`src/rtl/scj_pkg.sv`:
```
package scj_pkg;
  localparam int OPC_W   = 8;
  localparam int COND_W  = 4;
  localparam int GRP_W   = OPC_W - COND_W;
  localparam logic [GRP_W-1:0] SHORT_JCC_GRP = 4'b0111;
  localparam int SHORT_LEN = 2;
  localparam int OTHER_LEN = 1;

  typedef struct packed {
    logic cf;
    logic zf;
    logic sf;
    logic of;
    logic pf;
  } flags_t;

  typedef enum logic [2:0] {
    T_OVF   = 3'd0,
    T_CARRY = 3'd1,
    T_ZERO  = 3'd2,
    T_BE    = 3'd3,
    T_SIGN  = 3'd4,
    T_PAR   = 3'd5,
    T_LT    = 3'd6,
    T_LE    = 3'd7
  } base_test_e;
endpackage

```
`src/rtl/scj_cond_eval.sv`:
```
module scj_cond_eval
  import scj_pkg::*;
(
  input  logic [COND_W-1:0] cond,
  input  flags_t            flags,
  output logic              met
);
  base_test_e sel;
  logic       base;

  always_comb begin
    sel = base_test_e'(cond[COND_W-1:1]);
    unique case (sel)
      T_OVF:   base = flags.of;
      T_CARRY: base = flags.cf;
      T_ZERO:  base = flags.zf;
      T_BE:    base = flags.cf | flags.zf;
      T_SIGN:  base = flags.sf;
      T_PAR:   base = flags.pf;
      T_LT:    base = flags.sf ^ flags.of;
      T_LE:    base = flags.zf | (flags.sf ^ flags.of);
      default: base = 1'b0;
    endcase
    met = base ^ cond[0];
  end
endmodule

```
`src/rtl/scj_op_match.sv`:
```
module scj_op_match
  import scj_pkg::*;
(
  input  logic [OPC_W-1:0]  opcode,
  output logic              is_jcc,
  output logic [COND_W-1:0] cond
);
  always_comb begin
    is_jcc = (opcode[OPC_W-1:COND_W] == SHORT_JCC_GRP);
    cond   = opcode[COND_W-1:0];
  end
endmodule

```
`src/rtl/scj_ip_calc.sv`:
```
module scj_ip_calc #(
  parameter int ADDR_W = 32,
  parameter int DISP_W = 8
) (
  input  logic [ADDR_W-1:0] base_addr,
  input  logic [DISP_W-1:0] disp,
  input  logic              is_jcc,
  input  logic              take,
  output logic [ADDR_W-1:0] next_addr
);
  import scj_pkg::*;
  localparam int EXT_W = ADDR_W - DISP_W;

  logic [ADDR_W-1:0] disp_ext;
  logic [ADDR_W-1:0] fall_thru;
  logic [ADDR_W-1:0] len_add;

  generate
    if (EXT_W > 0) begin : g_sext
      assign disp_ext = {{EXT_W{disp[DISP_W-1]}}, disp};
    end else begin : g_trunc
      assign disp_ext = disp[ADDR_W-1:0];
    end
  endgenerate

  always_comb begin
    len_add   = is_jcc ? ADDR_W'(SHORT_LEN) : ADDR_W'(OTHER_LEN);
    fall_thru = base_addr + len_add;
    next_addr = (is_jcc && take) ? (fall_thru + disp_ext) : fall_thru;
  end
endmodule

```
`src/rtl/scj_resolver.sv`:
```


module scj_resolver #(
  parameter int ADDR_W = 32,
  parameter int DISP_W = 8
) (
  input  logic              clk,
  input  logic              rst,
  input  logic [7:0]        op_byte,
  input  logic [DISP_W-1:0] disp_byte,
  input  logic [ADDR_W-1:0] op_addr,
  input  logic              f_carry,
  input  logic              f_zero,
  input  logic              f_sign,
  input  logic              f_ovf,
  input  logic              f_parity,
  output logic              jcc_hit,
  output logic              jcc_taken,
  output logic [ADDR_W-1:0] next_ip
);
  import scj_pkg::*;

  flags_t            flags;
  logic              is_jcc;
  logic [COND_W-1:0] cond;
  logic              met;
  logic              take_d;
  logic [ADDR_W-1:0] next_d;

  assign flags = '{cf: f_carry, zf: f_zero, sf: f_sign, of: f_ovf, pf: f_parity};

  scj_op_match u_match (
    .opcode (op_byte),
    .is_jcc (is_jcc),
    .cond   (cond)
  );

  scj_cond_eval u_cond (
    .cond  (cond),
    .flags (flags),
    .met   (met)
  );

  assign take_d = is_jcc & met;

  scj_ip_calc #(.ADDR_W(ADDR_W), .DISP_W(DISP_W)) u_ip (
    .base_addr (op_addr),
    .disp      (disp_byte),
    .is_jcc    (is_jcc),
    .take      (take_d),
    .next_addr (next_d)
  );

  always_ff @(posedge clk) begin
    if (rst) begin
      jcc_hit   <= 1'b0;
      jcc_taken <= 1'b0;
      next_ip   <= '0;
    end else begin
      jcc_hit   <= is_jcc;
      jcc_taken <= take_d;
      next_ip   <= next_d;
    end
  end
endmodule


```
`config.mk`:
```
export PLATFORM = sky130hd
export DESIGN_NAME = scj_resolver
export DESIGN_NICKNAME = d
export VERILOG_FILES = /design/src/rtl/scj_pkg.sv /design/src/rtl/scj_cond_eval.sv /design/src/rtl/scj_op_match.sv /design/src/rtl/scj_ip_calc.sv /design/src/rtl/scj_resolver.sv
export SDC_FILE = /design/constraint.sdc
export NUM_CORES = 1
export LEC_CHECK = 0
export ABC_AREA = 1
export BUFFER_PORTS_ARGS = -buffer_cell sky130_fd_sc_hd__buf_4
export CAP_MARGIN = 20
export CORE_MARGIN = 2
export CORE_UTILIZATION = 52
export DETAILED_ROUTE_END_ITERATION = 10
export GPL_TIMING_DRIVEN = 0
export PLACE_DENSITY = 0.76
export SYNTH_ARGS = -nofsm -noshare
export SYNTH_HDL_FRONTEND = slang
export SYNTH_SLANG_ARGS = --single-unit
```
`constraint.sdc`:
```
create_clock -name clk -period 7.5 [get_ports clk]
set_clock_uncertainty 0.15 [all_clocks]
set_input_delay 0.75 -clock clk [delete_from_list [all_inputs] [get_ports clk]]
set_output_delay 0.75 -clock clk [all_outputs]
set_load 0.005 [all_outputs]
```
==> run_summary.xml <==
<?xml version="1.0" encoding="UTF-8"?>
<metrics>
  <group name="status">
    <metric name="outcome" unit="">complete, no violations</metric>
  </group>
  <group name="final_layout">
    <metric name="layout-drive-gt1-share" unit="%">15.84</metric>
    <metric name="finish.instance_area" unit="sq um">5489</metric>
    <metric name="final_cell_count_no_fill" unit="">1011</metric>
    <metric name="area.growth.synth_to_final" unit="%">19.37</metric>
    <metric name="diodes" unit="">0</metric>
    <metric name="final_net_count" unit="">995</metric>
  </group>
  <group name="timing">
    <metric name="finalHoldViolCount" unit="">0</metric>
    <metric name="setup_total_negative_slack" unit="ns">0</metric>
    <metric name="whs" unit="ns">0.6133</metric>
    <metric name="final_period_minus_worst_setup_slack" unit="ns">4.195</metric>
    <metric name="share_of_the_cycle_needed_by_the_critical_path_after_routing" unit="%">55.94</metric>
    <metric name="max_transition_margin" unit="%">38.12</metric>
    <metric name="setup_violations" unit="">0</metric>
    <metric name="rsz_0062_raised_after_global_routing" unit="">false</metric>
    <metric name="clock.fmax" unit="MHz">238.4</metric>
    <metric name="worst_slew_pin_slew" unit="ns">0.9282</metric>
    <metric name="timing.final.max_slew_violations" unit="">0</metric>
  </group>
  <group name="critical_path">
    <metric name="worst_setup_path_end_kind" unit="">register</metric>
    <metric name="peak_fanout_along_the_critical_path" unit="">5</metric>
    <metric name="timing.critical_path.from" unit="">op_byte[7]</metric>
    <metric name="path_class" unit="">in2reg</metric>
    <metric name="critPathRequiredTime" unit="ns">7.53</metric>
    <metric name="critPathLaunchType" unit="">input port</metric>
    <metric name="cp_data_arrival_time" unit="ns">4.23</metric>
  </group>
  <group name="clocking">
    <metric name="path_clk_slew" unit="ns">0.09</metric>
    <metric name="postCtsSetupRepairBufs" unit="">0</metric>
    <metric name="number_of_resized_instances_in_the_post_cts_repair_step" unit="">0</metric>
    <metric name="cts-root-buf" unit="">sky130_fd_sc_hd__clkbuf_8</metric>
    <metric name="cts_hold_buffers" unit="">0</metric>
    <metric name="cts_max_level" unit="">2</metric>
    <metric name="cts.sinks" unit="">34</metric>
    <metric name="cts_tree" unit="">built</metric>
    <metric name="numCtsBuffers" unit="">5</metric>
    <metric name="clock_tree.buffer_depth" unit="">2</metric>
  </group>
  <group name="logic_synthesis">
    <metric name="synth_seq_area_share" unit="%">14.80</metric>
    <metric name="ys.warnings.count" unit="">0</metric>
    <metric name="synth_seq_cells" unit="">34</metric>
    <metric name="net_count_after_synthesis" unit="">900</metric>
    <metric name="cell_taking_the_most_area_after_synthesis" unit="">sky130_fd_sc_hd__nand2_1</metric>
    <metric name="post-synth-top-area-fraction" unit="%">23.18</metric>
    <metric name="post_synth_instance_area" unit="sq um">4598</metric>
    <metric name="main_area_contributors_after_synthesis" unit="">sky130_fd_sc_hd__nand2_1 (23%), sky130_fd_sc_hd__dfxtp_1 (15%), sky130_fd_sc_hd__inv_1 (11%), sky130_fd_sc_hd__ha_1 (9.8%), sky130_fd_sc_hd__nor2_1 (7.4%)</metric>
    <metric name="yosysUniqueCellTypes" unit="">43</metric>
    <metric name="synth_area_per_cell" unit="sq um">5.698</metric>
    <metric name="gate_count_of_the_mapped_netlist" unit="">807</metric>
  </group>
  <group name="hold_path">
    <metric name="capture_endpoint_of_the_worst_hold_path" unit="">next_ip[0]</metric>
    <metric name="hold_path_startpoint" unit="">disp_byte[0]</metric>
    <metric name="worstHoldPathType" unit="">in2reg</metric>
    <metric name="whs_path_depth" unit="">4</metric>
  </group>
  <group name="drt">
    <metric name="drt_wl_total" unit="mm">14.54</metric>
    <metric name="route.antenna.remaining_nets" unit="">0</metric>
    <metric name="vias" unit="">5293</metric>
    <metric name="drcViolationCount" unit="">0</metric>
    <metric name="wl_per_cell" unit="microns">14.38</metric>
    <metric name="vias_per_cell" unit="">5.235</metric>
    <metric name="drt_pre_antenna_iters" unit="">5</metric>
    <metric name="drt_iter0_markers" unit="">366</metric>
  </group>
  <group name="power">
    <metric name="post-layout-total-power" unit="mW">0.6494</metric>
    <metric name="cellPowerDensity" unit="nW/um^2">118.3</metric>
    <metric name="ir_worst_vdd" unit="uV">58.45</metric>
    <metric name="power.leakage" unit="nW">3.162</metric>
  </group>
  <group name="die">
    <metric name="die_height" unit="microns">98.04</metric>
    <metric name="design.core.area" unit="sq um">8636</metric>
    <metric name="ioPinCount" unit="">89</metric>
    <metric name="std_cell_rows" unit="">34</metric>
    <metric name="initial_core_utilization" unit="%">53.25</metric>
    <metric name="fp.dieArea" unit="sq um">9611</metric>
    <metric name="die_width" unit="microns">98.04</metric>
  </group>
  <group name="placed_design">
    <metric name="finalWeightedCongestion" unit="">1.025</metric>
    <metric name="postPlaceCellArea" unit="sq um">5394</metric>
    <metric name="dp_cells" unit="">1003</metric>
    <metric name="place.detailed.hpwl" unit="mm">12.08</metric>
    <metric name="place.port_buffers" unit="">88</metric>
  </group>
  <group name="grt">
    <metric name="grt_max_degree" unit="">31</metric>
    <metric name="global_route.overflow_total" unit="">0</metric>
    <metric name="number_of_global_route_vias_before_repair" unit="">4969</metric>
    <metric name="grt_use_total" unit="%">30.27</metric>
    <metric name="wire_length_of_the_first_global_routing_pass" unit="mm">23.38</metric>
    <metric name="initial_antenna_violation_count" unit="">0</metric>
  </group>
  <group name="job">
    <metric name="max_cap_viol_count" unit="">0</metric>
  </group>
</metrics>
sequential cells by signal, summed over array words and instances (netlist names):
name	flops
jcc_taken	1
next_ip	32
jcc_hit	1
worst max-delay path: stages:
cell	delay, ns
sky130_fd_sc_hd__buf_4	0.11
sky130_fd_sc_hd__nor2_1	0.08
sky130_fd_sc_hd__and3_1	0.30
sky130_fd_sc_hd__inv_1	0.10
sky130_fd_sc_hd__ha_1	0.22
sky130_fd_sc_hd__fa_1	0.46
sky130_fd_sc_hd__nand3_2	0.17
sky130_fd_sc_hd__inv_2	0.06
sky130_fd_sc_hd__nand2_1	0.08
sky130_fd_sc_hd__xor2_1	0.26
sky130_fd_sc_hd__inv_1	0.08
sky130_fd_sc_hd__ha_1	0.39
sky130_fd_sc_hd__nand2_1	0.13
sky130_fd_sc_hd__nor2_1	0.26
sky130_fd_sc_hd__nand2_1	0.14
sky130_fd_sc_hd__nor2_1	0.13
sky130_fd_sc_hd__nand2_1	0.08
sky130_fd_sc_hd__nand3_1	0.09
sky130_fd_sc_hd__nand2_1	0.05
sky130_fd_sc_hd__a21oi_1	0.21
sky130_fd_sc_hd__nor2_1	0.06
area by class of cell:
cell class	count	area [sq um]
buffer	5	45.04
clock buffer	6	82.58
clock inverter	2	12.51
fill	880	3147
inverter	135	509.2
multi-input combinational	633	3363
sequential	34	680.7
tap	108	135.1
timing repair buffer	88	660.6
cells in the final DEF (no fill, tap or decap), types with 6 or more instances in the layout:
cell | netlist | routed
sky130_fd_sc_hd__a21oi_1 | 41 | 41
sky130_fd_sc_hd__buf_4 | 1 | 89
sky130_fd_sc_hd__clkbuf_8 | 0 | 6
sky130_fd_sc_hd__dfxtp_1 | 34 | 34
sky130_fd_sc_hd__ha_1 | 36 | 36
sky130_fd_sc_hd__inv_1 | 129 | 129
sky130_fd_sc_hd__nand2_1 | 284 | 284
sky130_fd_sc_hd__nand2_2 | 10 | 10
sky130_fd_sc_hd__nand3_1 | 51 | 51
sky130_fd_sc_hd__nand4_1 | 12 | 12
sky130_fd_sc_hd__nor2_1 | 91 | 91
sky130_fd_sc_hd__nor2_4 | 6 | 6
sky130_fd_sc_hd__nor3_1 | 7 | 7
sky130_fd_sc_hd__o21ai_0 | 10 | 10
sky130_fd_sc_hd__o21ai_1 | 10 | 10
sky130_fd_sc_hd__xnor2_1 | 7 | 7
sky130_fd_sc_hd__xor2_1 | 25 | 25
kinds of logic (layout without fill, tap and decap cells):
group	count (synthesis)	in the layout	share of synthesized area [%]
xor gates and xnor gates	35	35	7.157
adders and majority gates	38	38	10.67
DFF	34	34	14.80
buffers and inverters	140	236	12.05
and+or+nand+nor	485	485	46.39
AOI/OAI and AO/OA	75	75	8.926
through the flow:
| stage | utilization (%) | setup slack, ns |
|---|---|---|
| 3_3_place_gp | 62.46 | 3.137 |
| 2_1_floorplan | - | 3.756 |
| 3_5_place_dp | 62.46 | 3.059 |
| 6_report | 63.56 | 3.305 |
| 4_1_cts | 63.56 | 3.357 |
| 5_1_grt | 63.56 | 3.030 |
metal layers:
metal	global-route usage, %	part of all wire (%)
met3	3.579	5.8
met4	9.829	2.7
met2	50.84	47
met5	0	0
met1	40.49	45
synth_stat cells (all sizes together):
cell type and n:
o22ai 3, clkbuf 1, xor2 26, o21bai 6, nand4 12, a21oi 41, nand2 298, a31o 1
or2 3, ha 36, nand3b 1, nor2 104, nor3 9, nor3b 2, buf 4, and3 1
a31oi 1, a21o 3, and2 2, fa 2, dfxtp 34, xnor2 9, inv 135, o21ai 20
nand3 53
power breakdown:
part / switching (mW) / total (mW) / internal, mW / leakage [nW]
combinational: 0.184 / 0.300 / 0.117 / 2.83
clock: 0.0796 / 0.154 / 0.0740 / 0.0472
sequential: 0.00334 / 0.196 / 0.192 / 0.283
total: 0.266 / 0.649 / 0.383 / 3.16
how the worst max path moves through the flow:
stage | cells after the start | endpoint | slack, ns
6_report | 21 | next_ip[22] | 3.30
3_5_place_dp | 21 | next_ip[22] | 3.06
5_1_grt | 22 | next_ip[27] | 3.03
3_3_place_gp | 22 | next_ip[20] | 3.14
2_1_floorplan | 22 | next_ip[20] | 3.76
4_1_cts | 21 | next_ip[22] | 3.36
Power figures use the tool's default switching activity.
